**config.mk**
```make
export PLATFORM = sky130hd
export DESIGN_NAME = keylock_ctrl
export DESIGN_NICKNAME = d
export VERILOG_FILES = /design/src/rtl/keylock_pkg.sv /design/src/rtl/keylock_rst_sync.sv /design/src/rtl/keylock_seq.sv /design/src/rtl/keylock_state.sv /design/src/rtl/keylock_ctrl.sv
export SDC_FILE = /design/constraint.sdc
export NUM_CORES = 1
export LEC_CHECK = 0
export BUFFER_PORTS_ARGS = -buffer_cell sky130_fd_sc_hd__buf_2
export CAP_MARGIN = 25
export CORE_ASPECT_RATIO = 1.1
export CORE_MARGIN = 4
export CORE_UTILIZATION = 35
export CTS_BUF_LIST = sky130_fd_sc_hd__clkbuf_8
export DETAILED_ROUTE_END_ITERATION = 7
export PLACE_DENSITY = 0.74
export SYNTH_ARGS = -nofsm -noshare
export SYNTH_HDL_FRONTEND = slang
export SYNTH_SLANG_ARGS = --single-unit
```
**constraint.sdc**
```tcl
create_clock -name clk -period 1.1 [get_ports clk]
set_input_delay 0.11 -clock clk [delete_from_list [all_inputs] [get_ports clk]]
set_output_delay 0.11 -clock clk [all_outputs]
set_load 0.05 [all_outputs]
```
**src/rtl/keylock_pkg.sv**
```systemverilog
package keylock_pkg;
  typedef enum logic [1:0] {
    TGT_MAIN_KEY = 2'd0,
    TGT_OPT_KEY  = 2'd1,
    TGT_CTRL     = 2'd2,
    TGT_OTHER    = 2'd3
  } wr_target_e;
endpackage

```
**src/rtl/keylock_rst_sync.sv**
```systemverilog
module keylock_rst_sync #(
  parameter int STAGES = 2
) (
  input  logic clk,
  input  logic rst_n,
  output logic rst_n_o
);
  localparam int N = (STAGES < 2) ? 2 : STAGES;
  logic [N-1:0] sync_q;

  always_ff @(posedge clk or negedge rst_n) begin
    if (!rst_n) sync_q <= '0;
    else        sync_q <= {sync_q[N-2:0], 1'b1};
  end

  assign rst_n_o = sync_q[N-1];
endmodule

```
**src/rtl/keylock_seq.sv**
```systemverilog
module keylock_seq #(
  parameter int              DATA_W     = 32,
  parameter logic [DATA_W-1:0] KEY_FIRST  = '0,
  parameter logic [DATA_W-1:0] KEY_SECOND = '1
) (
  input  logic              clk,
  input  logic              rst_n,
  input  logic              key_wr_i,
  input  logic              other_wr_i,
  input  logic [DATA_W-1:0] data_i,
  input  logic              accept_i,
  output logic              unlock_o,
  output logic              failed_o
);
  logic armed_q, armed_d;
  logic failed_q, failed_d;
  logic upd_en;

  assign upd_en = key_wr_i | other_wr_i;

  always_comb begin
    armed_d  = armed_q;
    failed_d = failed_q;
    unlock_o = 1'b0;
    if (key_wr_i) begin
      if (failed_q || !accept_i) begin
        failed_d = 1'b1;
        armed_d  = 1'b0;
      end else if (!armed_q) begin
        if (data_i == KEY_FIRST) armed_d  = 1'b1;
        else                     failed_d = 1'b1;
      end else begin
        armed_d = 1'b0;
        if (data_i == KEY_SECOND) unlock_o = 1'b1;
        else                      failed_d = 1'b1;
      end
    end else if (other_wr_i) begin
      armed_d = 1'b0;
    end
  end

  always_ff @(posedge clk or negedge rst_n) begin
    if (!rst_n) begin
      armed_q  <= 1'b0;
      failed_q <= 1'b0;
    end else if (upd_en) begin
      armed_q  <= armed_d;
      failed_q <= failed_d;
    end
  end

  assign failed_o = failed_q;

  // a failure mark never goes away before reset
  a_r4_fail_sticky: assert property (@(posedge clk) disable iff (!rst_n)
    failed_q |=> failed_q);
endmodule

```
**src/rtl/keylock_state.sv**
```systemverilog
module keylock_state #(
  parameter int DATA_W      = 32,
  parameter int LOCK_BIT    = 31,
  parameter int OPTLOCK_BIT = 30
) (
  input  logic              clk,
  input  logic              rst_n,
  input  logic              ctrl_wr_i,
  input  logic [DATA_W-1:0] data_i,
  input  logic              main_unlock_i,
  input  logic              opt_unlock_i,
  output logic              lock_o,
  output logic              optlock_o,
  output logic              ctrl_we_o,
  output logic              opt_we_o
);
  logic lock_q, lock_d;
  logic opt_q, opt_d;
  logic set_lock, set_opt;
  logic upd_en;

  assign ctrl_we_o = ctrl_wr_i & ~lock_q;
  assign opt_we_o  = ctrl_we_o & ~opt_q;
  assign set_lock  = ctrl_we_o & data_i[LOCK_BIT];
  assign set_opt   = set_lock | (opt_we_o & data_i[OPTLOCK_BIT]);
  assign upd_en    = set_lock | set_opt | main_unlock_i | opt_unlock_i;

  always_comb begin
    lock_d = lock_q;
    opt_d  = opt_q;
    if (set_lock)           lock_d = 1'b1;
    else if (main_unlock_i) lock_d = 1'b0;
    if (set_opt)            opt_d  = 1'b1;
    else if (opt_unlock_i)  opt_d  = 1'b0;
  end

  always_ff @(posedge clk or negedge rst_n) begin
    if (!rst_n) begin
      lock_q <= 1'b1;
      opt_q  <= 1'b1;
    end else if (upd_en) begin
      lock_q <= lock_d;
      opt_q  <= opt_d;
    end
  end

  assign lock_o    = lock_q;
  assign optlock_o = opt_q;

  // the option section is never open while the main lock is closed
  a_r9_lock_implies_optlock: assert property (@(posedge clk) disable iff (!rst_n)
    lock_q |-> opt_q);

  // main lock clears only after a completed main key sequence
  a_r3_lock_fall_needs_key: assert property (@(posedge clk) disable iff (!rst_n)
    $fell(lock_q) |-> $past(main_unlock_i));

  // option lock clears only by its key while the main lock was open
  a_r5_optlock_fall_needs_open: assert property (@(posedge clk) disable iff (!rst_n)
    $fell(opt_q) |-> ($past(opt_unlock_i) && !$past(lock_q)));
endmodule

```
**src/rtl/keylock_ctrl.sv**
```systemverilog
module keylock_ctrl #(
  parameter int                DATA_W      = 32,
  parameter logic [DATA_W-1:0] MAIN_KEY1   = 32'h4567_0123,
  parameter logic [DATA_W-1:0] MAIN_KEY2   = 32'hCDEF_89AB,
  parameter logic [DATA_W-1:0] OPT_KEY1    = 32'h0819_2A3B,
  parameter logic [DATA_W-1:0] OPT_KEY2    = 32'h4C5D_6E7F,
  parameter int                LOCK_BIT    = 31,
  parameter int                OPTLOCK_BIT = 30,
  parameter int                SYNC_STAGES = 2
) (
  input  logic              clk,
  input  logic              rst_n,
  input  logic              wr_valid_i,
  input  logic [1:0]        wr_target_i,
  input  logic [DATA_W-1:0] wr_data_i,
  output logic              lock_o,
  output logic              optlock_o,
  output logic              ctrl_we_o,
  output logic              opt_we_o
);
  import keylock_pkg::*;

  logic rst_n_s;
  logic main_wr, opt_wr, ctrl_wr;
  logic main_unlock, opt_unlock;
  logic main_failed, opt_failed;
  logic main_accept, opt_accept;

  keylock_rst_sync #(.STAGES(SYNC_STAGES)) u_rst (
    .clk(clk), .rst_n(rst_n), .rst_n_o(rst_n_s)
  );

  assign main_wr = wr_valid_i && (wr_target_i == TGT_MAIN_KEY);
  assign opt_wr  = wr_valid_i && (wr_target_i == TGT_OPT_KEY);
  assign ctrl_wr = wr_valid_i && (wr_target_i == TGT_CTRL);

  assign main_accept = lock_o;
  assign opt_accept  = optlock_o & ~lock_o;

  keylock_seq #(.DATA_W(DATA_W), .KEY_FIRST(MAIN_KEY1), .KEY_SECOND(MAIN_KEY2)) u_main_seq (
    .clk(clk), .rst_n(rst_n_s), .key_wr_i(main_wr),
    .other_wr_i(wr_valid_i & ~main_wr), .data_i(wr_data_i),
    .accept_i(main_accept), .unlock_o(main_unlock), .failed_o(main_failed)
  );

  keylock_seq #(.DATA_W(DATA_W), .KEY_FIRST(OPT_KEY1), .KEY_SECOND(OPT_KEY2)) u_opt_seq (
    .clk(clk), .rst_n(rst_n_s), .key_wr_i(opt_wr),
    .other_wr_i(wr_valid_i & ~opt_wr), .data_i(wr_data_i),
    .accept_i(opt_accept), .unlock_o(opt_unlock), .failed_o(opt_failed)
  );

  keylock_state #(.DATA_W(DATA_W), .LOCK_BIT(LOCK_BIT), .OPTLOCK_BIT(OPTLOCK_BIT)) u_state (
    .clk(clk), .rst_n(rst_n_s), .ctrl_wr_i(ctrl_wr), .data_i(wr_data_i),
    .main_unlock_i(main_unlock), .opt_unlock_i(opt_unlock),
    .lock_o(lock_o), .optlock_o(optlock_o),
    .ctrl_we_o(ctrl_we_o), .opt_we_o(opt_we_o)
  );

  // a failed main key register never unlocks again
  a_r4_no_main_unlock_after_fail: assert property (@(posedge clk) disable iff (!rst_n_s)
    main_failed |-> !main_unlock);

  // a failed option key register never unlocks again
  a_r4_no_opt_unlock_after_fail: assert property (@(posedge clk) disable iff (!rst_n_s)
    opt_failed |-> !opt_unlock);

  // the control qualifier only accompanies a control-register write
  a_r6_ctrl_we_only_on_ctrl: assert property (@(posedge clk) disable iff (!rst_n_s)
    ctrl_we_o |-> (wr_valid_i && wr_target_i == TGT_CTRL));

  // an accepted write of the lock set bit closes both locks
  a_r8_lock_set_by_write: assert property (@(posedge clk) disable iff (!rst_n_s)
    (ctrl_we_o && wr_data_i[LOCK_BIT]) |=> (lock_o && optlock_o));
endmodule

```
==> metrics.log <==
INFO  metric final_nets = 170
INFO  metric max-cap-violations = 0
INFO  metric die-width = 46.20 um
INFO  metric p_comb_frac = 0.376
INFO  metric clkSinkCount = 8
INFO  metric critPathCaptureType = output pin
INFO  metric die_h = 50.02 um
INFO  metric timing.final.crit_period = 1.511 ns
INFO  metric worst_r2r_startpoint = u_state.lock_o
INFO  metric first_global_vias = 848
INFO  metric maxSlewViolCount = 0
INFO  metric post_synth_inst_count = 65
INFO  metric p_per_area = 1022 mW/mm^2
INFO  metric fin_skew = 0.0009859 ns
INFO  metric netlist.area_leader.share = 0.2673
INFO  metric top_area_cells_in_the_synthesized_netlist = sky130_fd_sc_hd__dfrtp_1 27%, sky130_fd_sc_hd__dfstp_2 9.4%, sky130_fd_sc_hd__nand4_1 5.6%
INFO  metric grtUsageTotal = 0.1936
INFO  metric drive_above_1_share = 0.6061
INFO  metric firstDrtPassIters = 4
INFO  metric grt_setup_unrepaired = true
INFO  metric grt_first_pass_wirelength = 3.312 mm
INFO  metric fin_total_pwr = 1.145 mW
INFO  metric floorplan.initialDensity = 0.3911
INFO  metric cts_made_buffers = 3
INFO  metric dieArea = 0.002311 sq mm
INFO  metric timing.setup.tns = -2.784 ns
INFO  metric finalWirelength = 2.090 mm
INFO  metric placement_rows = 14
INFO  metric ant_nets_after_route = 0
INFO  metric syn2layout_area_growth = 99.33%
INFO  metric critPathKind = flop to output pin
INFO  metric p_switching = 0.3343 mW
INFO  metric violated_checks = setup timing
INFO  metric post_drt_wl_per_cell = 14.12 um
INFO  metric worstPathArrival = 1.40 ns
INFO  metric synth_top_cell_by_area = sky130_fd_sc_hd__dfrtp_1
INFO  metric cts_max_level = 1
INFO  metric dr_total_vias = 802
INFO  metric overflow = 0
INFO  metric drt_drc_violations_left = 0
INFO  metric worst_slack_setup_final = -0.4105 ns
INFO  metric antenna_violations_before_repair = 0
INFO  metric timing.critical_path.from = u_state.lock_o
INFO  metric worstPathRequired = 0.99 ns
INFO  metric fin_crit_sh = 1.373
INFO  metric detail_route.vias_per_cell = 5.419
INFO  metric setup_violations = 10
INFO  metric path_max_fanout = 4
INFO  metric place.port_buffers = 40
INFO  metric detailedRoute.firstIterationViolations = 11
INFO  metric syn-mean-instance-area = 8.643 sq um
INFO  metric power.sequential.fraction = 0.310
INFO  metric worstHoldPathType = flop to asynchronous set/reset pin
INFO  metric synth_nets = 102
INFO  metric hold_viol_final = 0
INFO  metric synth-seq-cells = 8
INFO  metric power_leakage = 0.5197 nW
INFO  metric routability_cong = 0.7885
INFO  metric yosys.cell_types.count = 31
INFO  metric final_design_area_no_fill = 0.001120 sq mm
INFO  metric vdd.ir_drop.worst = 0.9424 mV
INFO  metric worstRegToRegCells = 4
INFO  metric internal-power = 0.8105 mW
INFO  metric diodes_inserted = 0
INFO  metric run_status = finished with violations
INFO  metric placeableCoreArea = 0.001436 sq mm
INFO  metric synth.yosys.seq_area_share = 0.3608
INFO  metric area_of_the_mapped_netlist = 561.8 sq um
INFO  metric clock_power_share = 0.314
INFO  metric swShare = 0.2920
INFO  metric ctsLongestPathBuffers = 2
INFO  metric io-pin-count = 41
INFO  metric placed_cell_area = 939.7 sq um
INFO  metric worst_setup_hold_path_clk_slew = 0.04 ns
INFO  metric ys_warn_count = 0
INFO  metric grt_max_degree = 7
INFO  metric timing.critical_path.from_type = flop
INFO  metric clk-insertion-delay-late = 0.23 ns
INFO  metric max_freq = 662.0 MHz
INFO  metric cts_root_buf = sky130_fd_sc_hd__clkbuf_8
INFO  metric cts_tree = built
INFO  metric dp_hpwl = 1.652 mm
[Yosys cell counts]
| master | count |
|---|---|
| sky130_fd_sc_hd__inv_1 | 3 |
| sky130_fd_sc_hd__nand3_1 | 5 |
| sky130_fd_sc_hd__nor2_1 | 5 |
| sky130_fd_sc_hd__nor3_1 | 2 |
| sky130_fd_sc_hd__or4_2 | 1 |
| sky130_fd_sc_hd__a22o_1 | 1 |
| sky130_fd_sc_hd__o21bai_1 | 2 |
| sky130_fd_sc_hd__or3_1 | 2 |
| sky130_fd_sc_hd__and3_1 | 1 |
| sky130_fd_sc_hd__nand4b_1 | 1 |
| sky130_fd_sc_hd__nand4bb_1 | 1 |
| sky130_fd_sc_hd__nor4_1 | 4 |
| sky130_fd_sc_hd__or4_1 | 1 |
| sky130_fd_sc_hd__a21oi_1 | 2 |
| sky130_fd_sc_hd__a21o_1 | 1 |
| sky130_fd_sc_hd__nand3b_1 | 1 |
| sky130_fd_sc_hd__or4_4 | 2 |
| sky130_fd_sc_hd__dfstp_2 | 2 |
| sky130_fd_sc_hd__nand2b_1 | 1 |
| sky130_fd_sc_hd__nand2_1 | 5 |
| sky130_fd_sc_hd__nor4bb_1 | 1 |
| sky130_fd_sc_hd__nor3b_1 | 1 |
| sky130_fd_sc_hd__nor4b_1 | 2 |
| sky130_fd_sc_hd__and4b_1 | 1 |
| sky130_fd_sc_hd__or4b_2 | 1 |
| sky130_fd_sc_hd__o2bb2ai_1 | 1 |
| sky130_fd_sc_hd__dfrtp_1 | 6 |
| sky130_fd_sc_hd__nand4_1 | 5 |
| sky130_fd_sc_hd__o41ai_1 | 1 |
| sky130_fd_sc_hd__conb_1 | 1 |
| sky130_fd_sc_hd__o21ai_1 | 2 |
[timing repair]
action                                  in CTS  in global routing
hold endpoints to repair                     2                  0
setup buffers                                2                  3
hold buffers                                 1                  0
gates resized for setup                     19                  4
pin swaps                                    7                  5
endpoints found under the setup margin      10                 10
[state kept, by name (all words and copies together) (netlist names)]
name / count
u_main_seq.armed_q: 1
u_opt_seq.armed_q: 1
u_main_seq.failed_o: 1
u_state.lock_o: 1
u_rst.sync_q: 2
u_state.optlock_o: 1
u_opt_seq.failed_o: 1
[worst max-delay path, cell delays in order, from the launching register on]
cell	delay (ns)
sky130_fd_sc_hd__dfstp_2	0.38
sky130_fd_sc_hd__or4b_4	0.53
sky130_fd_sc_hd__nor2_4	0.11
sky130_fd_sc_hd__buf_8	0.15
[cell families (layout without fill, tap and decap cells)]
| family | count (synthesis) | count (layout) | synth area share |
|---|---|---|---|
| compound gates | 10 | 10 | 0.1225 |
| simple gates | 43 | 43 | 0.4900 |
| flops | 8 | 8 | 0.3608 |
| buf+inv | 3 | 70 | 0.02004 |
| other cells | 1 | 1 | 0.006675 |
[metal layers]
metal / vias to the layer above / global-route usage / share of wire
li1: 392 / - / -
met1: 383 / 0.2075 / 0.40
met2: 23 / 0.3532 / 0.55
met3: 4 / 0.02909 / 0.041
met4: 0 / 0.08057 / 0.0086
met5: - / 0 / 0
[path summary, 6_finish.rpt]
kind	end	slack, ns
max reg2reg	u_main_seq.failed_o	-0.34
max in group asynchronous	u_state.lock_o	0.73
min in group clk	u_opt_seq.failed_o	0.23
min reg2reg	u_main_seq.armed_q	0.11
min	u_main_seq.armed_q	0.11
max	opt_we_o	-0.41
[metrics by stage]
| step | cells | util | hold slack [ns] | setup WS (ns) |
|---|---|---|---|---|
| floorplan | 65 | - | -0.1856 | -0.4025 |
| global placement | 139 | 0.6542 | -0.1059 | -0.5167 |
| detailed placement | 139 | 0.6542 | -0.1040 | -0.5515 |
| CTS | 146 | 0.7570 | 0.1112 | -0.4104 |
| global route | 148 | 0.7796 | 0.1168 | -0.4774 |
| finish | 148 | 0.7796 | 0.1051 | -0.4105 |
[cell usage in the layout (no fill, tap or decap), types with 2 or more instances in the layout]
cell and count:
sky130_fd_sc_hd__nand2_1 5, sky130_fd_sc_hd__o21ai_1 2, sky130_fd_sc_hd__buf_6 2, sky130_fd_sc_hd__nor3_1 2, sky130_fd_sc_hd__nor4b_1 2, sky130_fd_sc_hd__buf_8 4, sky130_fd_sc_hd__o21bai_1 2, sky130_fd_sc_hd__or4_4 2
sky130_fd_sc_hd__clkbuf_8 3, sky130_fd_sc_hd__nand3_1 4, sky130_fd_sc_hd__inv_1 2, sky130_fd_sc_hd__dfrtp_1 6, sky130_fd_sc_hd__buf_2 36, sky130_fd_sc_hd__nand4_1 5, sky130_fd_sc_hd__nor4_1 3, sky130_fd_sc_hd__buf_4 20
sky130_fd_sc_hd__nor2_1 4
[final cells by class]
class | instances | area [sq um]
fillers | 101 | 316.6
repair buffers | 63 | 422.9
flip-flops and latches | 8 | 206.4
inverters | 3 | 15.01
well taps | 16 | 20.02
clock buffers | 3 | 41.29
clock inverters | 1 | 3.754
multi-input cells | 54 | 410.4
[power groups by stage]
stage          registers [mW]  clock network [mW]  logic, mW
3_3_place_gp            0.354                   0      0.297
5_1_grt                 0.358               0.396      0.461
3_5_place_dp            0.354                   0      0.304
6_report                0.354               0.360      0.431
4_1_cts                 0.352               0.369      0.396
2_1_floorplan           0.416                   0     0.0618
No activity file was read; power rests on OpenSTA's default activity.
